===== config.mk =====
export PLATFORM = sky130hd
export DESIGN_NAME = dual_stage_wdt
export DESIGN_NICKNAME = d
export VERILOG_FILES = /design/src/rtl/dual_stage_wdt_pkg.sv /design/src/rtl/dual_stage_wdt_regs.sv /design/src/rtl/dual_stage_wdt_presc.sv /design/src/rtl/dual_stage_wdt_count.sv /design/src/rtl/dual_stage_wdt.sv
export SDC_FILE = /design/constraint.sdc
export NUM_CORES = 1
export LEC_CHECK = 0
export BUFFER_PORTS_ARGS = -buffer_cell sky130_fd_sc_hd__buf_2
export CORE_MARGIN = 4
export CORE_UTILIZATION = 55
export CTS_CLUSTER_DIAMETER = 50
export DETAILED_ROUTE_END_ITERATION = 10
export PLACE_DENSITY = 0.9
export SYNTH_ARGS = -nofsm -noshare
export SYNTH_HDL_FRONTEND = slang
export SYNTH_SLANG_ARGS = --single-unit

===== constraint.sdc =====
create_clock -name clk_i -period 4.1 [get_ports clk_i]
set_clock_uncertainty 0.15 [all_clocks]
set_input_delay 0.82 -clock clk_i [delete_from_list [all_inputs] [get_ports clk_i]]
set_output_delay 0.82 -clock clk_i [all_outputs]
set_load 0.005 [all_outputs]

===== src/rtl/dual_stage_wdt_pkg.sv =====
package dual_stage_wdt_pkg;
  localparam logic [4:0] OFS_PRE1   = 5'h00;
  localparam logic [4:0] OFS_PRE2   = 5'h04;
  localparam logic [4:0] OFS_STAT   = 5'h08;
  localparam logic [4:0] OFS_RELOAD = 5'h0C;
  localparam logic [4:0] OFS_CFG    = 5'h10;

  localparam logic [7:0] KEY_FIRST  = 8'h80;
  localparam logic [7:0] KEY_SECOND = 8'h86;

  typedef enum logic [1:0] {UL_IDLE, UL_HALF, UL_OPEN} unlock_e;
  typedef enum logic [1:0] {ST_ONE, ST_TWO, ST_DONE} stage_e;

  // bit4..bit0
  typedef struct packed {
    logic out_en;
    logic presc_slow;
    logic free_run;
    logic enable;
    logic lock;
  } cfg_t;
endpackage


===== src/rtl/dual_stage_wdt_regs.sv =====
module dual_stage_wdt_regs
  import dual_stage_wdt_pkg::*;
#(
  parameter int PRE_W = 20
) (
  input  logic             clk_i,
  input  logic             rst_ni,
  input  logic             req_i,
  input  logic             we_i,
  input  logic [4:0]       addr_i,
  input  logic [31:0]      wdata_i,
  output logic [31:0]      rdata_o,
  input  logic             s1_done_i,
  output cfg_t             cfg_o,
  output logic [PRE_W-1:0] pre1_o,
  output logic [PRE_W-1:0] pre2_o,
  output logic             restart_o,
  output logic             irq_o
);
  localparam int PAD_W = 32 - PRE_W;

  unlock_e          ul_q, ul_d;
  cfg_t             cfg_q;
  logic [PRE_W-1:0] pre1_q, pre2_q;
  logic             irq_q;
  logic             wr, hit_reload, key1, key2, open_wr;
  logic             unused_wdata;

  assign unused_wdata = ^wdata_i;
  assign wr         = req_i && we_i;
  assign hit_reload = addr_i == OFS_RELOAD;
  assign key1       = wr && hit_reload && (wdata_i[7:0] == KEY_FIRST);
  assign key2       = wr && hit_reload && (wdata_i[7:0] == KEY_SECOND);
  assign open_wr    = (ul_q == UL_OPEN) && wr;

  always_comb begin
    ul_d = ul_q;
    unique case (ul_q)
      UL_IDLE: if (key1) ul_d = UL_HALF;
      UL_HALF: if (req_i) ul_d = key2 ? UL_OPEN : (key1 ? UL_HALF : UL_IDLE);
      UL_OPEN: if (req_i) ul_d = UL_IDLE;
      default: ul_d = UL_IDLE;
    endcase
  end

  always_ff @(posedge clk_i or negedge rst_ni) begin
    if (!rst_ni) begin
      ul_q   <= UL_IDLE;
      cfg_q  <= '0;
      pre1_q <= '1;
      pre2_q <= '1;
      irq_q  <= 1'b0;
    end else begin
      ul_q <= ul_d;
      if (open_wr && addr_i == OFS_PRE1) pre1_q <= wdata_i[PRE_W-1:0];
      if (open_wr && addr_i == OFS_PRE2) pre2_q <= wdata_i[PRE_W-1:0];
      if (wr && addr_i == OFS_CFG && !cfg_q.lock) cfg_q <= cfg_t'(wdata_i[4:0]);
      if (s1_done_i) irq_q <= 1'b1;
      else if (wr && addr_i == OFS_STAT && wdata_i[0]) irq_q <= 1'b0;
    end
  end

  assign restart_o = open_wr && hit_reload && wdata_i[8];

  always_comb begin
    unique case (addr_i)
      OFS_PRE1: rdata_o = {{PAD_W{1'b0}}, pre1_q};
      OFS_PRE2: rdata_o = {{PAD_W{1'b0}}, pre2_q};
      OFS_STAT: rdata_o = {31'b0, irq_q};
      OFS_CFG:  rdata_o = {27'b0, cfg_q};
      default:  rdata_o = '0;
    endcase
  end

  assign cfg_o  = cfg_q;
  assign pre1_o = pre1_q;
  assign pre2_o = pre2_q;
  assign irq_o  = irq_q;

  p_preload_guard_r2: assert property (@(posedge clk_i) disable iff (!rst_ni)
    (ul_q != UL_OPEN) |=> ($stable(pre1_q) && $stable(pre2_q)));

  p_unlock_order_r3: assert property (@(posedge clk_i) disable iff (!rst_ni)
    (ul_q == UL_OPEN && $past(ul_q) != UL_OPEN) |-> ($past(ul_q) == UL_HALF));

  p_irq_source_r4: assert property (@(posedge clk_i) disable iff (!rst_ni)
    $rose(irq_q) |-> $past(s1_done_i));

  p_irq_sticky_r5: assert property (@(posedge clk_i) disable iff (!rst_ni)
    (irq_q && !(wr && addr_i == OFS_STAT && wdata_i[0])) |=> irq_q);

  p_cfg_frozen_r11: assert property (@(posedge clk_i) disable iff (!rst_ni)
    cfg_q.lock |=> $stable(cfg_q));
endmodule


===== src/rtl/dual_stage_wdt_presc.sv =====
module dual_stage_wdt_presc #(
  parameter int FAST_LOG = 5,
  parameter int SLOW_LOG = 15
) (
  input  logic clk_i,
  input  logic rst_ni,
  input  logic en_i,
  input  logic slow_i,
  input  logic clear_i,
  output logic tick_o
);
  localparam int CW = (SLOW_LOG > FAST_LOG) ? SLOW_LOG : FAST_LOG;
  localparam logic [CW-1:0] FAST_LAST = CW'((2 ** FAST_LOG) - 1);
  localparam logic [CW-1:0] SLOW_LAST = CW'((2 ** SLOW_LOG) - 1);

  logic [CW-1:0] cnt_q;

  assign tick_o = en_i && !clear_i && (cnt_q == (slow_i ? SLOW_LAST : FAST_LAST));

  always_ff @(posedge clk_i or negedge rst_ni) begin
    if (!rst_ni)                   cnt_q <= '0;
    else if (!en_i || clear_i || tick_o) cnt_q <= '0;
    else                           cnt_q <= cnt_q + 1'b1;
  end

  p_idle_clear_r12: assert property (@(posedge clk_i) disable iff (!rst_ni)
    !en_i |=> (cnt_q == '0));
endmodule


===== src/rtl/dual_stage_wdt_count.sv =====
module dual_stage_wdt_count
  import dual_stage_wdt_pkg::*;
#(
  parameter int PRE_W = 20
) (
  input  logic             clk_i,
  input  logic             rst_ni,
  input  logic             en_i,
  input  logic             free_i,
  input  logic             out_en_i,
  input  logic             tick_i,
  input  logic             restart_i,
  input  logic [PRE_W-1:0] pre1_i,
  input  logic [PRE_W-1:0] pre2_i,
  output logic             s1_done_o,
  output logic             tout_no_o
);
  stage_e           stage_q;
  logic [PRE_W-1:0] cnt_q;
  logic             tout_q;
  logic             hold, at_zero;

  assign hold      = !en_i || restart_i;
  assign at_zero   = cnt_q == '0;
  assign s1_done_o = !hold && tick_i && stage_q == ST_ONE && at_zero;

  always_ff @(posedge clk_i or negedge rst_ni) begin
    if (!rst_ni) begin
      stage_q <= ST_ONE;
      cnt_q   <= '0;
      tout_q  <= 1'b1;
    end else if (hold) begin
      stage_q <= ST_ONE;
      cnt_q   <= pre1_i;
    end else if (tick_i) begin
      unique case (stage_q)
        ST_ONE: begin
          if (at_zero) begin
            cnt_q   <= pre2_i;
            stage_q <= ST_TWO;
          end else cnt_q <= cnt_q - 1'b1;
        end
        ST_TWO: begin
          if (!at_zero) cnt_q <= cnt_q - 1'b1;
          else if (free_i) begin
            cnt_q   <= pre1_i;
            stage_q <= ST_ONE;
            if (out_en_i) tout_q <= ~tout_q;
          end else begin
            stage_q <= ST_DONE;
            if (out_en_i) tout_q <= 1'b0;
          end
        end
        default: stage_q <= ST_DONE;
      endcase
    end
  end

  assign tout_no_o = tout_q;

  p_tout_hold_r7: assert property (@(posedge clk_i) disable iff (!rst_ni)
    (!tout_q && !free_i) |=> !tout_q);

  p_done_stays_r7: assert property (@(posedge clk_i) disable iff (!rst_ni)
    (stage_q == ST_DONE && !hold) |=> (stage_q == ST_DONE));

  p_quiet_out_r8: assert property (@(posedge clk_i) disable iff (!rst_ni)
    !out_en_i |=> $stable(tout_q));
endmodule


===== src/rtl/dual_stage_wdt.sv =====
module dual_stage_wdt
  import dual_stage_wdt_pkg::*;
#(
  parameter int PRE_W    = 20,
  parameter int FAST_LOG = 5,
  parameter int SLOW_LOG = 15
) (
  input  logic        clk_i,
  input  logic        rst_ni,
  input  logic        req_i,
  input  logic        we_i,
  input  logic [4:0]  addr_i,
  input  logic [31:0] wdata_i,
  output logic [31:0] rdata_o,
  output logic        irq_o,
  output logic        tout_no_o
);
  cfg_t             cfg;
  logic [PRE_W-1:0] pre1, pre2;
  logic             restart, tick, s1_done;

  dual_stage_wdt_regs #(.PRE_W(PRE_W)) u_regs (
    .clk_i, .rst_ni, .req_i, .we_i, .addr_i, .wdata_i, .rdata_o,
    .s1_done_i (s1_done),
    .cfg_o     (cfg),
    .pre1_o    (pre1),
    .pre2_o    (pre2),
    .restart_o (restart),
    .irq_o     (irq_o)
  );

  dual_stage_wdt_presc #(.FAST_LOG(FAST_LOG), .SLOW_LOG(SLOW_LOG)) u_presc (
    .clk_i, .rst_ni,
    .en_i    (cfg.enable),
    .slow_i  (cfg.presc_slow),
    .clear_i (restart),
    .tick_o  (tick)
  );

  dual_stage_wdt_count #(.PRE_W(PRE_W)) u_count (
    .clk_i, .rst_ni,
    .en_i      (cfg.enable),
    .free_i    (cfg.free_run),
    .out_en_i  (cfg.out_en),
    .tick_i    (tick),
    .restart_i (restart),
    .pre1_i    (pre1),
    .pre2_i    (pre2),
    .s1_done_o (s1_done),
    .tout_no_o (tout_no_o)
  );
endmodule


Word-level counts from Yosys, hierarchy flattened
Cells that the tools add are included.
{"block": "op_classes", "add_sub_neg": 2, "n_eq_ne": 16, "mux": 26, "n_bitwise": 2, "n_reduce_logical": 35}
{"op": "2-to-1 mux 20 bit", "count": 5}
{"op": "case mux 20 bit (4 select lines)", "count": 1}
{"op": "case mux 20 bit (2 select lines)", "count": 1}
{"op": "2-to-1 mux 15 bit", "count": 2}
{"op": "logical NOT 20 bit", "count": 1}
{"op": "subtractor 20 x 1 -> 20 bit, second input constant", "count": 1}
{"op": "logical AND 1 bit", "count": 18}
{"op": "2-to-1 mux 2 bit", "count": 9}
{"op": "== test 8 bit, second input constant", "count": 2}
{"op": "adder 15 x 1 -> 15 bit, second input constant", "count": 1}
{"op": "== test 15 bit", "count": 1}
{"op": "== test 5 x 4 -> 1 bit, second input constant", "count": 2}
{"op": "AND reduction 3 bit", "count": 3}
{"op": "2-to-1 mux 1 bit", "count": 6}
{"op": "inequality test 3 x 1 -> 1 bit, second input constant", "count": 2}
{"op": "case mux 2 bit (3 select lines)", "count": 1}
{"op": "== test 5 x 3 -> 1 bit, second input constant", "count": 1}
{"op": "== test 5 bit, second input constant", "count": 1}
{"op": "logical NOT 5 bit", "count": 1}
{"op": "AND reduction 5 bit", "count": 1}
{"op": "== test 2 x 1 -> 1 bit, second input constant", "count": 2}
{"op": "logical NOT 1 bit", "count": 4}
{"op": "logical NOT 2 bit", "count": 2}
{"op": "inequality test 2 bit, second input constant", "count": 2}
{"op": "8 further kinds", "count": 11}
{"block": "totals", "register_bits": 86, "output_inout_bits": 34}

Longest topological paths before layout
{"block": "logic_depth", "ltp_word": 11, "depth_mapped": 9, "depth_no_buf": 8}

Cells and area by module
A second synthesis with hierarchy kept.
{"block": "hier_totals", "hier_cells": 476, "area_unflattened_um2": 5021.1}
{"mod": "dual_stage_wdt_regs", "n_inst": 1, "cells_each": 166, "area_per_inst_um2": 2397.3, "seq_area_each_um2": 1251.2}
{"mod": "dual_stage_wdt_count", "n_inst": 1, "cells_each": 229, "area_per_inst_um2": 1820.5, "seq_area_each_um2": 576.8}
{"mod": "dual_stage_wdt_presc", "n_inst": 1, "cells_each": 81, "area_per_inst_um2": 803.3, "seq_area_each_um2": 375.4}

Worst setup path after synthesis
OpenSTA, ideal clock, no wires.
{"block": "synth_timing", "path_kind": "in2out", "startpoint": "in addr_i[2]", "endpoint": "out rdata_o[10]", "arrival_ns": 2.005, "t_required_ns": 3.130, "setup_slack_ns": 1.125, "cell_stages": 5, "path_cell_list": "nor3_1 nand2b_1 nor2_1 clkbuf_1 a22o_1"}
{"block": "synth_between", "elab_chain_len": 2, "word_cells_on_any_way": 5}
{"element": "from (decl)", "line": "dual_stage_wdt.sv:12", "text": "input logic [4:0] addr_i,"}
{"element": "== test 5 bit, or another cell as far along", "line": "dual_stage_wdt_regs.sv:66", "text": "unique case (addr_i)"}
{"element": "case mux 20 bit (4 select lines) *", "line": "dual_stage_wdt_regs.sv:66"}
{"element": "to (decl)", "line": "dual_stage_wdt.sv:14", "text": "output logic [31:0] rdata_o,"}
Mark *: on every way between the ends. The rest lies on a longest branch, timed or not.

Worst setup path in the final report
{"block": "layout_timing", "startpoint": "in addr_i[4]", "endpoint": "out rdata_o[0]"}
Same word-level chain as after synthesis.

==> PnR_summary.wiki <==
{| class="wikitable"
! Metric !! Value
|-
| Status || finished clean
|-
| Setup repair after global routing missed its margin || false
|-
| Fraction of layout cells with a size suffix above 1 || roughly a third
|-
| Grt met1 use || 28.71%
|-
| Pin slew with the least headroom to its limit || between 1 and 1.5 ns
|-
| Post-synthesis cell count || between 400 and 500
|-
| Worst Path Arrival || around 2.6 ns
|-
| Area taken by multi-input logic gates || 2402 µm²
|-
| Most common cell after layout, fill and taps aside || sky130_fd_sc_hd__buf_2
|-
| Post-synthesis sequential element count || 86
|-
| Highest-count cells in the layout ignoring fill and taps || 49 x sky130_fd_sc_hd__buf_2, 45 x sky130_fd_sc_hd__dfrtp_1, 43 x sky130_fd_sc_hd__nor2_1, 43 x sky130_fd_sc_hd__mux2_2, 41 x sky130_fd_sc_hd__dfstp_2
|-
| Filler cell count || between 600 and 700
|-
| Nature of the critical path endpoint || output pin
|-
| Number of instances resized during post-cts repair || 0
|-
| Top-level I/O count || 75
|-
| Routed length per placed instance || between 15 and 20 µm
|-
| Setup violation total in the final timing report || 0
|-
| Average vias per placed instance || ~6.2
|-
| Global routing usage on met2 || around two fifths
|-
| Crit path max fanout || 14
|-
| HPWL Detailed || 7692 µm
|-
| Top-area cell type share of the netlist area || around a quarter
|-
| Maximum number of buffers from clock root to sink || 2
|-
| Maximum achievable frequency || ~0.28 GHz
|-
| Highest ir drop seen on vdd || 0.2521 mV
|-
| Standard cell with the maximum stage delay on the critical path || sky130_fd_sc_hd__or4b_4
|-
| Effective utilization at floorplan || between 50% and 60%
|-
| Stage delay of the slowest cell on the critical path || approximately 0.58 ns
|-
| Most used flip-flop cell after synthesis || sky130_fd_sc_hd__dfrtp_1
|-
| Count of maximum capacitance violations || 0
|-
| Num rows || 33
|-
| TritonCTS buffer count || 9
|-
| Final worst-path setup slack || about 0.57 ns
|-
| DR pass1 iterations || 7
|-
| Unique cell type count in the Yosys netlist || between 50 and 60
|-
| Count of synthesis-stage warnings from yosys || 0
|-
| Cell total after placement || ~600
|-
| Total Neg Setup Slack || 0 ns
|-
| Post-Place Worst Slack || a little over 0.6 ns
|-
| Total count of max-transition violations in the final report || 0
|-
| Total vias in the final route || roughly 3900
|-
| Relative slew slack || ~28%
|-
| Sequential cell area || 2203 µm²
|-
| Total power density per cell area || approximately 370 nW/µm²
|-
| Number of antenna violations at the first check in global routing || 0
|-
| Global-route wire length before repair || ~19000 µm
|-
| Time the final worst path needs with I/O delays and setup || about 3.5 ns
|-
| Aggregate routed wire length || between 10000 and 15000 µm
|-
| Clock H-tree levels || 3
|-
| CTS tree || built
|-
| Top cells by area, synth || sky130_fd_sc_hd__dfrtp_1 23%, sky130_fd_sc_hd__dfstp_2 22%, sky130_fd_sc_hd__mux2_2 10%
|-
| Post-detailed-route DRC marker count || 0
|-
| Die H || just over 100 µm
|-
| Nature of the critical path startpoint || primary input
|-
| GP Congestion || between 0.8 and 0.9
|-
| Placeable Area || ~8400 µm²
|-
| Net count, final || about 560
|-
| Width of the die || slightly above 100 µm
|-
| Most used routing layer || met2
|-
| Leak pwr || approximately 2.3 nW
|-
| Sinks on the clock net || 86
|-
| Post-Layout Cell Count || around 620
|-
| Layout overhead on the synthesized area || 9.091%
|-
| Netlist area before placement || about 4800 µm²
|-
| Data required time of the worst path || roughly 3.1 ns
|-
| Initial DRC Count || ~300
|-
| Seq/Total Area, Yosys || a little under half
|-
| Post-synth top area cell || sky130_fd_sc_hd__dfrtp_1
|-
| Number of nets with antenna violations after routing || 0
|-
| Mapped Avg Cell Area || between 10 and 15 µm²
|-
| Later-pin clock latency in the skew report || around 0.35 ns
|-
| Portion of the clock cycle consumed by the worst path in the final layout || a little under nine tenths
|-
| Remaining Overflow, GRT || 0
|-
| CTS Root Buffer Type || sky130_fd_sc_hd__clkbuf_8
|-
| Overall Global Routing Usage || a little under a quarter
|-
| Total die area || around 10000 µm²
|-
| Clock-pin slew of the registers on the worst-case setup and hold paths || approximately 0.090 ns
|-
| GR Layer Usage met3 || under 10%
|-
| Ant diodes || 0
|-
| Number of global-route vias before repair || approximately 3900
|-
| Final Hold Vio Count || 0
|-
| Chain of cells forming the critical path || buf_2 -> or4b_4 -> nor2_1 -> buf_4 -> a221o_1 -> buf_2
|-
| Critical Path Most Common Cell || sky130_fd_sc_hd__buf_2
|-
| Pin count of the biggest net entering global routing || 87
|-
| Number of flops mapped to enable cells by yosys || 0
|-
| Classification of the worst setup path || primary input to output pin
|-
| Hold bufs inserted after CTS || 0
|-
| Buffers inserted by post-CTS timing repair || 0
|-
| Proportion of register bits with asynchronous set or reset after synthesis || 100.0%
|-
| Worst Hold Class || flip-flop to flip-flop
|-
| Port-buffer cells || 50
|}
-- cells by family after synthesis --
logic type,synth area share [%]
and+or+nand+nor,17.69
muxes,11.94
buffers and inverters,5.724
other,0.07763
xor gates and xnor gates,4.714
DFF,45.61
adders and majority gates,0.7771
AOI/OAI and AO/OA,13.47
-- critical path, delay by kind of cell --
family,cells,cell delay [ns]
buffers and inverters,3,0.55
AND/OR/NAND/NOR,2,1.00
AO/OA/AOI/OAI,1,0.18
-- synth_stat cells, types with 9 or more instances --
library cell               number
sky130_fd_sc_hd__xor2_1        10
sky130_fd_sc_hd__nand3_1        9
sky130_fd_sc_hd__a21oi_1       17
sky130_fd_sc_hd__nand4_1       11
sky130_fd_sc_hd__dfrtp_1       45
sky130_fd_sc_hd__or3_1         12
sky130_fd_sc_hd__clkbuf_1      15
sky130_fd_sc_hd__mux2_2        43
sky130_fd_sc_hd__xnor2_1       16
sky130_fd_sc_hd__o21ai_1       19
sky130_fd_sc_hd__nor3_1        18
sky130_fd_sc_hd__buf_4         13
sky130_fd_sc_hd__nor2_1        43
sky130_fd_sc_hd__nand2_1       35
sky130_fd_sc_hd__inv_1         14
sky130_fd_sc_hd__a22o_1        15
sky130_fd_sc_hd__o21ai_0       11
sky130_fd_sc_hd__dfstp_2       41
-- path summary, 6_finish.rpt --
check / to / slack, ns / from / cells after the start
setup / recovery: rdata_o[0] / 0.57 / addr_i[4] / 6
hold / removal: u_regs.ul_q[0] / 0.32 / u_regs.ul_q[1] / 1
setup reg to reg: u_count.cnt_q[3] / 1.10 / u_count.cnt_q[6] / 6
hold reg to reg: u_regs.ul_q[0] / 0.32 / u_regs.ul_q[1] / 1
max in group asynchronous: u_presc.cnt_q[3] / 2.62 / rst_ni / 1
min in group asynchronous: u_presc.cnt_q[13] / 0.48 / rst_ni / 1
-- routing by layer --
metal | up-vias | wire [µm]
met5 | - | 0
met4 | 0 | 312
met3 | 32 | 775
met2 | 197 | 5785
met1 | 1875 | 4295
li1 | 1761 | -
-- stage by stage --
step | hold WS (ns) | area (µm²) | total power (W) | util [%]
detailed placement | 0.2994 | 5087 | 0.001420 | 60.70
global route | 0.3429 | 5270 | 0.002078 | 62.88
finish | 0.3233 | 5270 | 0.001970 | 62.88
global placement | 0.2873 | 5087 | 0.001398 | 60.70
CTS | 0.3114 | 5270 | 0.001970 | 62.88
floorplan | 0.2749 | 4872 | 0.001317 | -
-- registers in the layout (all words and copies together), names as in the netlist, 2 cells and up --
signal and cells:
u_regs.pre1_o 20, u_regs.cfg_o 5, u_count.stage_q 2, u_regs.pre2_o 20, u_presc.cnt_q 15, u_regs.ul_q 2
u_count.cnt_q 20
-- area by class of cell --
cell class / instances / area share [%]
Inverter: 14 / 0.9972
Clock buffer: 10 / 2.612
Tap cell: 105 / 2.493
Sequential cell: 86 / 41.81
Multi-Input combinational cell: 345 / 45.58
Clock inverter: 6 / 0.8547
Timing Repair Buffer: 56 / 5.651
-- power by group --
part | leakage [nW] | switching (W) | internal [W]
Sequential | 1.03 | 0.0000696 | 0.000898
Combinational | 1.20 | 0.000270 | 0.000181
Clock | 0.0849 | 0.000313 | 0.000239
Power figures use the tool's default switching activity.
